==> src/rtl/pidmap_pkg.sv <==
package pidmap_pkg;
    localparam int DEF_NUM_VC = 4;
    localparam int DEF_ID_W   = 3;
    localparam int DEF_DEST_W = 4;
endpackage

==> src/rtl/free_vc_pick.sv <==
module free_vc_pick #(
    parameter int N  = 4,
    parameter int IW = 2
) (
    input  logic [N-1:0]  busy,
    output logic          found,
    output logic [IW-1:0] idx
);
    always_comb begin
        found = 1'b0;
        idx   = '0;
        for (int v = N - 1; v >= 0; v--) begin
            if (!busy[v]) begin
                found = 1'b1;
                idx   = IW'(v);
            end
        end
    end
endmodule

==> src/rtl/id_lookup.sv <==
module id_lookup #(
    parameter int N  = 4,
    parameter int IW = 2,
    parameter int KW = 3
) (
    input  logic [N-1:0]         mapped,
    input  logic [N-1:0][KW-1:0] ids,
    input  logic [KW-1:0]        key,
    output logic                 hit,
    output logic [IW-1:0]        idx
);
    logic [N-1:0] match;

    for (genvar g = 0; g < N; g++) begin : g_cmp
        assign match[g] = mapped[g] && (ids[g] == key);
    end

    always_comb begin
        hit = |match;
        idx = '0;
        for (int v = 0; v < N; v++) begin
            if (match[v]) idx = IW'(v);
        end
    end
endmodule

==> src/rtl/age_gate.sv <==
module age_gate #(
    parameter int N  = 4,
    parameter int RW = 2,
    parameter int DW = 4
) (
    input  logic [N-1:0]         pend,
    input  logic [N-1:0][DW-1:0] dest,
    input  logic [N-1:0][RW-1:0] rank,
    output logic [N-1:0]         ok
);
    for (genvar g = 0; g < N; g++) begin : g_vc
        logic [N-1:0] older_same;
        for (genvar h = 0; h < N; h++) begin : g_peer
            if (h == g) begin : g_self
                assign older_same[h] = 1'b0;
            end else begin : g_other
                assign older_same[h] = pend[h] && (dest[h] == dest[g])
                                       && (rank[h] < rank[g]);
            end
        end
        assign ok[g] = pend[g] && !(|older_same);
    end
endmodule

==> src/rtl/pktid_vc_mapper.sv <==
module pktid_vc_mapper
    import pidmap_pkg::*;
#(
    parameter int NUM_VC = DEF_NUM_VC,
    parameter int ID_W   = DEF_ID_W,
    parameter int DEST_W = DEF_DEST_W
) (
    input  logic                      clk,
    input  logic                      rst_n,
    input  logic                      in_valid,
    input  logic                      in_head,
    input  logic                      in_tail,
    input  logic [ID_W-1:0]           in_pkt_id,
    input  logic                      in_type,
    input  logic [DEST_W-1:0]         in_dest,
    input  logic                      fwd_valid,
    input  logic [$clog2(NUM_VC)-1:0] fwd_vc,
    input  logic                      fwd_head,
    input  logic                      fwd_tail,
    output logic                      wr_valid,
    output logic [$clog2(NUM_VC)-1:0] wr_vc,
    output logic                      err_no_vc,
    output logic [NUM_VC-1:0]         va_ok,
    output logic                      cred_valid,
    output logic [$clog2(NUM_VC)-1:0] cred_vc,
    output logic                      tok_valid,
    output logic                      tok_type
);
    localparam int VC_W = $clog2(NUM_VC);
    localparam logic [VC_W-1:0] RANK_NEWEST = VC_W'(NUM_VC - 1);

    typedef struct packed {
        logic [NUM_VC-1:0]              busy;
        logic [NUM_VC-1:0]              mapped;
        logic [NUM_VC-1:0]              hdr_pend;
        logic [NUM_VC-1:0]              vtype;
        logic [NUM_VC-1:0][ID_W-1:0]    id;
        logic [NUM_VC-1:0][DEST_W-1:0]  dest;
        logic [NUM_VC-1:0][VC_W-1:0]    rank;
        logic                           wr_valid;
        logic [VC_W-1:0]                wr_vc;
        logic                           err;
        logic                           cred_valid;
        logic [VC_W-1:0]                cred_vc;
        logic                           tok_valid;
        logic                           tok_type;
    } st_t;

    st_t st_d, st_q;

    logic            free_found;
    logic [VC_W-1:0] free_idx;
    logic            id_hit;
    logic [VC_W-1:0] hit_idx;
    logic [NUM_VC-1:0] hdr_pend_w;

    free_vc_pick #(.N(NUM_VC), .IW(VC_W)) u_pick (
        .busy  (st_q.busy),
        .found (free_found),
        .idx   (free_idx)
    );

    id_lookup #(.N(NUM_VC), .IW(VC_W), .KW(ID_W)) u_look (
        .mapped (st_q.mapped),
        .ids    (st_q.id),
        .key    (in_pkt_id),
        .hit    (id_hit),
        .idx    (hit_idx)
    );

    age_gate #(.N(NUM_VC), .RW(VC_W), .DW(DEST_W)) u_age (
        .pend (st_q.hdr_pend),
        .dest (st_q.dest),
        .rank (st_q.rank),
        .ok   (va_ok)
    );

    always_comb begin
        st_d            = st_q;
        st_d.wr_valid   = 1'b0;
        st_d.err        = 1'b0;
        st_d.cred_valid = 1'b0;
        st_d.tok_valid  = 1'b0;

        // departure towards the switch
        if (fwd_valid) begin
            st_d.cred_valid = 1'b1;
            st_d.cred_vc    = fwd_vc;
            if (fwd_head) begin
                st_d.tok_valid        = 1'b1;
                st_d.tok_type         = st_q.vtype[fwd_vc];
                st_d.hdr_pend[fwd_vc] = 1'b0;
            end
            if (fwd_tail) begin
                st_d.busy[fwd_vc] = 1'b0;
            end
        end

        // arrival from the link
        if (in_valid) begin
            if (in_head) begin
                if (free_found) begin
                    st_d.wr_valid           = 1'b1;
                    st_d.wr_vc              = free_idx;
                    st_d.busy[free_idx]     = 1'b1;
                    st_d.hdr_pend[free_idx] = 1'b1;
                    st_d.vtype[free_idx]    = in_type;
                    st_d.dest[free_idx]     = in_dest;
                    st_d.id[free_idx]       = in_pkt_id;
                    st_d.mapped[free_idx]   = !in_tail;
                    for (int v = 0; v < NUM_VC; v++) begin
                        if ((VC_W'(v) != free_idx) &&
                            (st_q.rank[v] > st_q.rank[free_idx])) begin
                            st_d.rank[v] = st_q.rank[v] - 1'b1;
                        end
                    end
                    st_d.rank[free_idx] = RANK_NEWEST;
                end else begin
                    st_d.err = 1'b1;
                end
            end else if (id_hit) begin
                st_d.wr_valid = 1'b1;
                st_d.wr_vc    = hit_idx;
                if (in_tail) begin
                    st_d.mapped[hit_idx] = 1'b0;
                end
            end
        end
    end

    always_ff @(posedge clk) begin
        if (!rst_n) begin
            st_q <= '0;
            for (int v = 0; v < NUM_VC; v++) begin
                st_q.rank[v] <= VC_W'(v);
            end
        end else begin
            st_q <= st_d;
        end
    end

    assign hdr_pend_w = st_q.hdr_pend;
    assign wr_valid   = st_q.wr_valid;
    assign wr_vc      = st_q.wr_vc;
    assign err_no_vc  = st_q.err;
    assign cred_valid = st_q.cred_valid;
    assign cred_vc    = st_q.cred_vc;
    assign tok_valid  = st_q.tok_valid;
    assign tok_type   = st_q.tok_type;
endmodule


==> config.mk <==
export PLATFORM = sky130hd
export DESIGN_NAME = pktid_vc_mapper
export DESIGN_NICKNAME = d
export VERILOG_FILES = /design/src/rtl/pidmap_pkg.sv /design/src/rtl/free_vc_pick.sv /design/src/rtl/id_lookup.sv /design/src/rtl/age_gate.sv /design/src/rtl/pktid_vc_mapper.sv
export SDC_FILE = /design/constraint.sdc
export NUM_CORES = 1
export LEC_CHECK = 0
export ABC_AREA = 1
export CORE_AREA = 2 2 103 105
export DETAILED_ROUTE_END_ITERATION = 8
export DIE_AREA = 0 0 105 107
export GPL_TIMING_DRIVEN = 0
export SLEW_MARGIN = 20
export SYNTH_ARGS = -nofsm -noshare
export SYNTH_HDL_FRONTEND = slang
export SYNTH_SLANG_ARGS = --single-unit
==> constraint.sdc <==
create_clock -name clk -period 3 [get_ports clk]
set_input_delay 0.45 -clock clk [delete_from_list [all_inputs] [get_ports clk]]
set_output_delay 0.45 -clock clk [all_outputs]
set_load 0.02 [all_outputs]
==> run summary <==
RR Startpoint - st_q[58]
Synthesis-to-layout area growth - 18.5%
Residual DRC - 0
Main synth FF type - dfxtp_1
Grt total ovfl - 0
Finished Cell Area - 0.00423 sq mm
Total die area - 0.0112 sq mm
FP Rows - 37
Worst slack at placement - 0.360 ns
CP required - 2.55 ns
Met1 GRT Util - 22.1%
Min Hold Slack - 0.455 ns
Top cells by count, synth - nand2_1, nor2_1, dfxtp_1, inv_1, o21ai_0
H-tree depth - 3
Worst Skew - 0.00857 ns
Vias in the first global route - 3307
1st-pass router iterations - 5
Tot GR Track Use - 17.5%
Largest net degree at the start of global routing - 13
CTS tree - built
Reported max-cap violation count - 0
Top-count cell post-synth - nand2_1
Top cell type's share of synthesized area - 34.3%
IO buf count - 30
Min cycle time layout - 2.84 ns
Diode count - 0
Final WL - 9.36 mm
Most used cell, CP - a21oi_1
Setup WS post-layout - 0.155 ns
TritonCTS buffer count - 9
Final hold viol count - 0
Slew Limit Fails - 0
Worst Path Max Fanout - 5
Outcome - complete, no violations
CP Cell Sequence - inv_1 > ha_1 > a21oi_1 > a21oi_1 > a211oi_1 > clkdlybuf4s50_1
Placeable core area - 0.0101 sq mm
Peak supply drop - 0.187 mV
Largest cells by area after synthesis - dfxtp_1, nand2_1, nor2_1
Seq/Total Area, Yosys - 34.3%
Synth cell types - 31
CP max stage delay - 0.64 ns
Worst path top cell family by delay - buffers and inverters
M3 GR Usage - 3.59%
Ys async rst share - 0%
CP bufs+invs - 2
Post-synth EDFFs - 0
Hold_buf cts - 0
Rel. slew slack - 57.0%
CP max stage cell - clkdlybuf4s50_1
Met2 usage in global routing - 30.3%
Synthesized area - 0.00356 sq mm
Vias - 3483
GR peak layer - met2
Clock slew at reported path FFs - 0.08 ns
HP Class - reg -> reg
Kind of critical path - reg -> out
GP Congestion - 0.883
Longest Clk Path Bufs - 2
Initial Util - 35.3%
CTS Sinks - 61
First-pass GRT wire length - 15.9 mm
Drt wl/cell - 13.2 um
RR Endpoint - st_q[12]
Power density over cell area - 449 mW/mm^2
FF-to-FF path depth - 15
Synth Net Count - 562
FF-to-FF setup slack - 0.29 ns
Final Util - 41.9%
Antenna Violating Nets Remaining - 0
Post-Synthesis Cells - 528
RSZ-0062 raised after global routing - false
Final setup viols - 0
Root Buffer - clkbuf_8
Static Leak - 1.97 nW
Die Wd - 105 um
Initial antenna violation count - 0
Setup crit end kind - output port
Syn_area_per_cell - 6.75 sq um
Period utilization - 94.8%
Io pins - 31
Setup TNS - 0 ns
Clk Latency, worst-skew pair - 0.34 ns
Synth Warn # - 0
Vias per Instance - 4.91
Yosys top cell by area - dfxtp_1
Post-DP Area - 0.00404 sq mm
1st-iter DRT viols - 178
Measured slew at the worst slew-check pin - 0.645 ns
Hold path cells - 2
Die Y - 107 um
CP startpoint kind - flip-flop
HPWL after DPL - 6.94 mm
Achievable Freq - 352 MHz
Critical Path AT - 2.39 ns
Share of cells above drive strength 1 - 6.97%
#FFs+latches synth - 61
Final nets - 603
==> worst min-delay path, cell delays in order, from the launching register on <==
cell,delay [ns]
dfxtp_1,0.30
inv_1,0.06
a21oi_1,0.05
==> how the worst max path moves through the flow <==
stage,from,to,slack [ns],depth (start not counted)
finish,st_q[14],va_ok[3],0.16,6
global route,st_q[14],va_ok[3],0.02,6
global placement,st_q[58],st_q[10],0.40,15
detailed placement,st_q[58],st_q[12],0.36,15
floorplan,st_q[58],st_q[12],0.78,15
CTS,st_q[16],va_ok[1],0.05,6
==> kinds of logic (layout without fill, tap and decap cells) <==
kind of cell,Yosys count,count (layout),synth area share (%)
flops,61,61,34.3
compound gates,114,114,17.1
buf+inv,83,129,9.30
fa+ha+maj,16,16,5.62
simple gates,229,229,27.6
xor+xnor,25,25,6.14
==> where the power goes <==
| group | switching, mW | internal, mW | leakage, nW |
|---|---|---|---|
| Clock | 0.366 | 0.328 | 0.0893 |
| Sequential | 0.0319 | 0.839 | 0.497 |
| Combinational | 0.205 | 0.129 | 1.38 |
| Total | 0.603 | 1.30 | 1.97 |
==> layout by cell type, fill, tap and decap left out, drive strengths merged <==
cell type / netlist / final
a211oi: 1 / 1
a21oi: 46 / 46
a221oi: 4 / 4
a31oi: 1 / 1
buf: 9 / 9
clkbuf: 4 / 14
clkdlybuf4s50: 0 / 28
clkinv: 6 / 8
clkinvlp: 0 / 2
dfxtp: 61 / 61
dlymetal6s2s: 0 / 2
ha: 16 / 16
inv: 64 / 66
nand2: 102 / 102
nand3: 37 / 37
nand4: 10 / 10
nor2: 76 / 76
nor3: 4 / 4
o211ai: 1 / 1
o21a: 1 / 1
o21ai: 56 / 56
o21bai: 2 / 2
o22ai: 2 / 2
xnor2: 13 / 13
xor2: 12 / 12
==> per-stage QoR <==
stage          instances  total power [mW]
2_1_floorplan        528              1.10
3_3_place_gp         694              1.21
3_5_place_dp         694              1.22
4_1_cts              710              1.91
5_1_grt              710              2.01
6_report             710              1.90
==> cell type report <==
type	instances	area, sq um
repair buffers	30	305
clock inverters	6	46.3
inverters	70	263
multi-input cells	384	2010
flip-flops and latches	61	1220
plain buffers	13	68.8
fillers	1093	5870
clock buffers	10	138
well taps	136	170
==> repair_timing <==
action                     CTS  global route
gates resized for setup      0             3
setup endpoints to repair    0             2
setup buffers                0             0
==> routing by layer <==
metal  vias to the layer above  share of wire (%)
met5                         -                  0
met4                         0               0.55
met3                         5                4.7
met2                        76                 48
met1                      1591                 47
li1                       1811                  -
No activity file was read; power rests on OpenSTA's default activity.
